$ cat config.mk
export PLATFORM = sky130hd
export DESIGN_NAME = seg_xlate
export DESIGN_NICKNAME = d
export VERILOG_FILES = /design/src/rtl/seg_xlate_pkg.sv /design/src/rtl/seg_table.sv /design/src/rtl/seg_check.sv /design/src/rtl/seg_xlate.sv
export SDC_FILE = /design/constraint.sdc
export NUM_CORES = 1
export LEC_CHECK = 0
export ABC_AREA = 1
export BUFFER_PORTS_ARGS = -buffer_cell sky130_fd_sc_hd__buf_2
export CAP_MARGIN = 10
export CORE_UTILIZATION = 55
export CTS_CLUSTER_SIZE = 28
export DETAILED_ROUTE_END_ITERATION = 12
export GPL_TIMING_DRIVEN = 0
export HOLD_SLACK_MARGIN = 0.1
export PLACE_DENSITY = 0.79
export SKIP_CTS_REPAIR_TIMING = 1
export SLEW_MARGIN = 15
export SYNTH_ARGS = -nofsm -noshare
export SYNTH_HDL_FRONTEND = slang
export SYNTH_HIERARCHICAL = 1
export SYNTH_SLANG_ARGS = --single-unit
$ cat constraint.sdc
create_clock -name clk -period 2.8 [get_ports clk]
set_clock_uncertainty 0.15 [all_clocks]
set_input_delay 0.14 -clock clk [delete_from_list [all_inputs] [get_ports clk]]
set_output_delay 0.14 -clock clk [all_outputs]
set_load 0.005 [all_outputs]
$ cat src/rtl/seg_xlate_pkg.sv
package seg_xlate_pkg;
  typedef enum logic [1:0] {
    FLT_NONE  = 2'd0,
    FLT_SEG   = 2'd1,
    FLT_LIMIT = 2'd2,
    FLT_WRAP  = 2'd3
  } flt_cause_e;
endpackage

$ cat src/rtl/seg_table.sv
module seg_table #(
  parameter int NUM_SEG = 4,
  parameter int SEG_W   = 3,
  parameter int LIM_W   = 13,
  parameter int PA_W    = 16
) (
  input  logic             clk,
  input  logic             rst,
  input  logic             wr_en,
  input  logic [SEG_W-1:0] wr_idx,
  input  logic [PA_W-1:0]  wr_base,
  input  logic [LIM_W-1:0] wr_lim,
  input  logic [SEG_W-1:0] rd_idx,
  output logic             rd_hit,
  output logic [PA_W-1:0]  rd_base,
  output logic [LIM_W-1:0] rd_lim
);
  logic [NUM_SEG-1:0][PA_W-1:0]  base_all;
  logic [NUM_SEG-1:0][LIM_W-1:0] lim_all;

  for (genvar g = 0; g < NUM_SEG; g++) begin : g_ent
    logic [PA_W-1:0]  base_q;
    logic [LIM_W-1:0] lim_q;
    always_ff @(posedge clk) begin
      if (rst) begin
        base_q <= '0;
        lim_q  <= '0;
      end else if (wr_en && (wr_idx == SEG_W'(g))) begin
        base_q <= wr_base;
        lim_q  <= wr_lim;
      end
    end
    assign base_all[g] = base_q;
    assign lim_all[g]  = lim_q;
  end

  always_comb begin
    rd_hit  = 1'b0;
    rd_base = '0;
    rd_lim  = '0;
    for (int i = 0; i < NUM_SEG; i++) begin
      if (rd_idx == SEG_W'(i)) begin
        rd_hit  = 1'b1;
        rd_base = base_all[i];
        rd_lim  = lim_all[i];
      end
    end
  end
endmodule

$ cat src/rtl/seg_check.sv
module seg_check
  import seg_xlate_pkg::*;
#(
  parameter int OFF_W = 12,
  parameter int LIM_W = 13,
  parameter int PA_W  = 16
) (
  input  logic             hit,
  input  logic [PA_W-1:0]  base,
  input  logic [LIM_W-1:0] lim,
  input  logic [OFF_W-1:0] off,
  output logic [PA_W-1:0]  phys,
  output flt_cause_e       cause
);
  logic [PA_W:0] sum;

  always_comb begin
    sum = {1'b0, base} + (PA_W+1)'(off);
    if (!hit)
      cause = FLT_SEG;
    else if (LIM_W'(off) >= lim)
      cause = FLT_LIMIT;
    else if (sum[PA_W])
      cause = FLT_WRAP;
    else
      cause = FLT_NONE;
    phys = (cause == FLT_NONE) ? sum[PA_W-1:0] : '0;
  end
endmodule

$ cat src/rtl/seg_xlate.sv
module seg_xlate
  import seg_xlate_pkg::*;
#(
  parameter int NUM_SEG = 4,
  parameter int SEG_W   = 3,
  parameter int OFF_W   = 12,
  parameter int PA_W    = 16,
  localparam int LIM_W  = OFF_W + 1
) (
  input  logic             clk,
  input  logic             rst,
  input  logic             cfg_we,
  input  logic             cfg_priv,
  input  logic [SEG_W-1:0] cfg_idx,
  input  logic [PA_W-1:0]  cfg_base,
  input  logic [LIM_W-1:0] cfg_limit,
  input  logic             req_valid,
  output logic             req_ready,
  input  logic [SEG_W-1:0] req_seg,
  input  logic [OFF_W-1:0] req_off,
  output logic             rsp_valid,
  input  logic             rsp_ready,
  output logic             rsp_fault,
  output logic [PA_W-1:0]  rsp_phys
);
  logic             tbl_hit;
  logic [PA_W-1:0]  tbl_base;
  logic [LIM_W-1:0] tbl_lim;
  logic [PA_W-1:0]  chk_phys;
  flt_cause_e       chk_cause;
  logic             accept;

  seg_table #(
    .NUM_SEG(NUM_SEG), .SEG_W(SEG_W), .LIM_W(LIM_W), .PA_W(PA_W)
  ) u_table (
    .clk    (clk),
    .rst    (rst),
    .wr_en  (cfg_we && cfg_priv),
    .wr_idx (cfg_idx),
    .wr_base(cfg_base),
    .wr_lim (cfg_limit),
    .rd_idx (req_seg),
    .rd_hit (tbl_hit),
    .rd_base(tbl_base),
    .rd_lim (tbl_lim)
  );

  seg_check #(
    .OFF_W(OFF_W), .LIM_W(LIM_W), .PA_W(PA_W)
  ) u_check (
    .hit  (tbl_hit),
    .base (tbl_base),
    .lim  (tbl_lim),
    .off  (req_off),
    .phys (chk_phys),
    .cause(chk_cause)
  );

  assign req_ready = !rsp_valid || rsp_ready;
  assign accept    = req_valid && req_ready;

  always_ff @(posedge clk) begin
    if (rst) begin
      rsp_valid <= 1'b0;
      rsp_fault <= 1'b0;
      rsp_phys  <= '0;
    end else if (req_ready) begin
      rsp_valid <= accept;
      if (accept) begin
        rsp_fault <= (chk_cause != FLT_NONE);
        rsp_phys  <= chk_phys;
      end
    end
  end
endmodule

* Word level (Yosys, flattened, before mapping) *
Index checks and enable logic that the tools add are counted.

cells by class
  add/subtract/negate cells = 1
  reductions and logical operators = 13
  eq/ne operators = 6
  magnitude comparators = 1
  mux-type cells = 16

operator list
  kind                  count
  $mux W16              5
  $mux W13              4
  $add A16 B12 Y17      1
  $ge A12 B13 Y1        1
  $eq A3 B2 Y1 const B  4
  $eq A3 B1 Y1 const B  2
  $logic_and A1 B1 Y1   6
  $logic_not A3 Y1      2
  $mux W2               3
  $mux W1               4
  $logic_not A2 Y1      1
  $reduce_and A2 Y1     1
  $reduce_bool A2 Y1    1
  $logic_not A1 Y1      1
  $logic_or A1 B1 Y1    1

storage, ports and cells
  flip-flop bits (word level) = 134
  output and inout bits = 19
  logic and storage cells = 48

* Logic depth before layout (Yosys ltp) *
  depth in word-level cells = 11
  mapped depth = 22
  gate-level depth less buffers = 20

* By module *
The synthesis kept the hierarchy.

by module, submodules not included
  module     sequential area each (um^2)  times used  cells an instance  area each (um^2)
  seg_table  2322.2                       1           938                5875.6
  seg_check  0.0                          1           253                1440.1
  seg_xlate  360.3                        1           118                869.6

* Least setup slack after synthesis *
Ideal clock, no wire load.

  path type = input port to flip-flop
  from = input req_seg[1]
  to = register rsp_phys[8]
  stages = 21
  buffers on the path = 4
  data required time = 2.535 ns
  setup slack = 0.055 ns
  arrival = 2.480 ns
  cells stage by stage = buf_2 -> buf_2 -> clkbuf_1 -> nand3_1 -> nand4_1 -> ha_1 -> inv_1 -> fa_1 -> inv_2 -> nand3_1 -> nand3_2 -> nand2_2 -> nand3_4 -> nand2_4 -> nand3_4 -> buf_12 -> nor2_4 -> inv_1 -> nand3_2 -> nand2_1 -> nor2_1

on the way
  longest elaborated chain between the ends = 11
  elaborated cells between the ends (all ways) = 23
  classes of those cells = add/sub: 1; order compare: 1; eq/ne: 3; mux: 16; reduce/logical: 2

RTL lines
  item                    RTL line         text
  start, declared         seg_xlate.sv:19  input logic [SEG_W-1:0] req_seg,
  $logic_not A3 Y1        seg_table.sv:42  if (rd_idx == SEG_W'(i)) begin
  $mux W16 (3 in series)  seg_table.sv:42
  $mux W16 (*)            seg_table.sv:42
  net tbl_base[0]         seg_xlate.sv:27  logic [PA_W-1:0] tbl_base;
  $add A16 B12 Y17 (*)    seg_check.sv:18  sum = {1'b0, base} + (PA_W+1)'(off);
  $mux W2                 seg_check.sv:23  else if (sum[PA_W])
  $mux W2                 seg_check.sv:21  else if (LIM_W'(off) >= lim)
  $mux W2                 seg_check.sv:19  if (!hit)
  $logic_not A2 Y1        seg_check.sv:27  phys = (cause == FLT_NONE) ? sum[PA_W-1:0] : '0;
  $mux W16 (*)            seg_check.sv:27
  net chk_phys[8]         seg_xlate.sv:29  logic [PA_W-1:0] chk_phys;
  end signal, assigned    seg_xlate.sv:71  rsp_phys <= chk_phys;
  end, declared           seg_xlate.sv:24  output logic [PA_W-1:0] rsp_phys

Mark *: on every way through the listed nets, which the timed path passes. The rest lies on a longest branch.
A chain may end at the register's enable or synchronous reset.

* Worst setup path after layout *
  from = input req_seg[1]
  to = register rsp_phys[13]

Same word-level chain as after synthesis.

==> impl_metrics.env <==
export IMPL_outcome="complete, no violations"
export IMPL_area_growth_synth_to_final_pct=19.2
export IMPL_setup_worst_path_end_class="flip-flop"
export IMPL_slew_headroom_pct=50.2
export IMPL_crit_family="simple AND/OR/NAND/NOR gates"
export IMPL_final_util_pct=67.1
export IMPL_synth_most_common_cell="nand2_1"
export IMPL_hold_viol_final=0
export IMPL_firstDrtPassIters=7
export IMPL_grt_total_usage_pct=33.1
export IMPL_grt_pass1_wl_um=38200
export IMPL_rows=44
export IMPL_layout_nets=1510
export IMPL_clk_pin_slew_worst_paths_ns=0.06
export IMPL_hold_class="in -> reg"
export IMPL_cts_path_max_buffers=2
export IMPL_arrival_ns=2.92
export IMPL_final_antenna_net_count=0
export IMPL_antenna_found_initial=0
export IMPL_synth_top_area_share_pct=32.8
export IMPL_crit_path_max_fanout=10
export IMPL_drive_above_1_share_pct=13.7
export IMPL_die_h_um=124
export IMPL_critPathSlowestCell="fa_2"
export IMPL_synthArstFlopShare_pct=0
export IMPL_synth_common_cells="nand2_1 (314), nor2_1 (243), inv_1 (191)"
export IMPL_drc=0
export IMPL_cts_sinks=134
export IMPL_powerDensity_nw_per_um2=502
export IMPL_fin_cells=1628
export IMPL_ys_types=31
export IMPL_ir_drop_uv=468
export IMPL_synth_ff_type="dfxtp_1"
export IMPL_synth_area_sq_um=8190
export IMPL_clock_latency_ns=0.44
export IMPL_postSynthAreaPerCell_sq_um=6.25
export IMPL_startpoint_type="input port"
export IMPL_htreeDepth=4
export IMPL_port_buffers=69
export IMPL_drt_total_wl_um=24800
export IMPL_fillers=1323
export IMPL_period_share_pct=97.8
export IMPL_vias_per_cell=5.37
export IMPL_design_die_area_sq_um=15400
export IMPL_cts_buffers=17
export IMPL_start_util_pct=56.3
export IMPL_dp_hpwl_um=17000
export IMPL_detail_route_wl_per_cell_um=15.2
export IMPL_die_w_um=124
export IMPL_critical_path_required_ns=2.98
export IMPL_yosys_top_cells_area="dfxtp_1 (33%), nand2_1 (14%), nor2_1 (11%)"
export IMPL_gp_congestion=0.933
export IMPL_maxCapViolCount=0
export IMPL_grt_pass1_vias=7834
export IMPL_ios=72
export IMPL_grt_max_degree=17
export IMPL_ys_ff_latch=134
export IMPL_cts_tree="done"
export IMPL_yosysTopAreaCell="dfxtp_1"
export IMPL_synth_edf_count=0
export IMPL_dr_total_vias=8743
export IMPL_crit_chain="buf_2, clkbuf_4, clkbuf_4, nand3_1, nand4_1, ha_2, inv_1, fa_2, inv_2, nand3_1, nand3_2, nand2_2, nand3_4, nand2_4, nand3_4, clkbuf_16, nor2_4, inv_1, nand3_2, nand2_1, nor2_1"
export IMPL_min_period_ns=2.74
export IMPL_ys_warn_count=6
export IMPL_diodes=0
export IMPL_slew_violations=0
export IMPL_max_freq_mhz=365
export IMPL_worst_pin_slew_ns=0.747
export IMPL_core_area_sq_um=14500
export IMPL_grt_overflow=0
export IMPL_critPathKind="in -> reg"
export IMPL_crit_buf_inv=7
export IMPL_clock_root_buffer="clkbuf_16"
export IMPL_p_leak_nw=4.81
export IMPL_place_inst=1562
export IMPL_ys_seq_area_share_pct=32.8
export IMPL_critPathMaxStageDelay_ns=0.36
export IMPL_synth_cells=1309
export IMPL_postSynthNetCount=1387
export IMPL_drtIter0Drc=849
export IMPL_setup_violations=0
-- power breakdown --
part	switching, mW	leakage, nW	internal (mW)	total, mW
Sequential	0.0289	1.09	1.96	1.99
Clock	0.852	0.281	1.38	2.23
Combinational	0.431	3.44	0.246	0.678
Total	1.31	4.81	3.59	4.90
-- per-layer routing --
layer	vias to the layer above	part of all wire (%)	track usage, %
met5	-	0	0
met4	0	4.1	18.0
met3	79	8.9	7.14
met2	430	46	52.9
met1	3886	41	41.4
li1	4348	-	-
-- path summary, 6_finish.rpt --
kind                                                         startpoint  slack, ns                                     end  depth (start not counted)
worst max register to register  u_table/g_ent[3].base_q[0]$_SDFFE_PP0P_       0.06               rsp_phys[13]$_SDFFE_PP0P_                         18
worst min register to register                 rsp_phys[2]$_SDFFE_PP0P_       0.32                rsp_phys[2]$_SDFFE_PP0P_                          2
worst min-delay path                                         cfg_idx[2]       0.13  u_table/g_ent[2].lim_q[1]$_SDFFE_PP0P_                          6
worst max-delay path                                         req_seg[1]       0.06               rsp_phys[13]$_SDFFE_PP0P_                         21
-- registers in the layout (all words and copies together) (netlist names) --
| register | cells |
|---|---|
| u_table/g_ent.base_q | 64 |
| rsp_valid | 1 |
| u_table/g_ent.lim_q | 52 |
| rsp_phys | 16 |
| rsp_fault | 1 |
-- cells by family after synthesis --
group                      Yosys count  synth area share [%]
and+or+nand+nor                    826                  45.6
buffers and inverters              286                  14.8
adders and majority gates           25                  3.91
xor gates and xnor gates             7                 0.749
DFF                                134                  32.8
AOI/OAI and AO/OA                   31                  2.20
-- cell usage in the layout, fill, tap and decap left out, types with 4 or more instances in the layout --
master	n
a21oi_1	26
buf_1	11
buf_2	97
buf_4	6
buf_6	10
clkbuf_1	22
clkbuf_16	18
clkbuf_2	8
clkbuf_4	4
dfxtp_1	134
dlygate4sd3_1	33
ha_1	23
inv_1	191
inv_2	8
nand2_1	314
nand2_2	7
nand3_1	113
nand3b_1	5
nand4_1	119
nor2_1	243
nor2_2	4
nor2_4	10
xnor2_1	5
-- worst register-to-register path: stages, from the launching register on --
cell and delay, ns:
dfxtp_1 0.34, nand4_1 0.10, nand4_1 0.22, ha_2 0.25
inv_1 0.05, fa_2 0.36, inv_2 0.09, nand3_1 0.08
nand3_2 0.12, nand2_2 0.10, nand3_4 0.09, nand2_4 0.06
nand3_4 0.13, clkbuf_16 0.19, nor2_4 0.03, inv_1 0.07
nand3_2 0.08, nand2_1 0.07, nor2_1 0.04
-- through the flow --
stage / power, mW / setup slack (ns) / TNS, ns / area (sq um) / hold slack [ns]
after floorplan: 2.43 / 0.0553 / 0 / 8190 / 0.0591
after global placement: 2.63 / -0.738 / -11.12 / 8760 / 0.226
after detailed placement: 2.64 / -0.779 / -11.81 / 8760 / 0.235
after CTS: 4.84 / -0.410 / -5.31 / 9340 / -0.207
after global routing: 5.05 / -0.0411 / -0.0749 / 9760 / 0.177
final: 4.90 / 0.0614 / 0 / 9760 / 0.133
-- final cells by class --
cell class | count | area, sq um | area share, %
inverter | 200 | 754 | 7.73
clock inverter | 7 | 95.1 | 0.975
multi-input combinational | 889 | 4300 | 44.0
tap | 184 | 230 | 2.36
buffer | 86 | 497 | 5.09
sequential | 134 | 2680 | 27.5
clock buffer | 24 | 482 | 4.94
timing repair buffer | 104 | 721 | 7.39
Power figures use the tool's default switching activity.
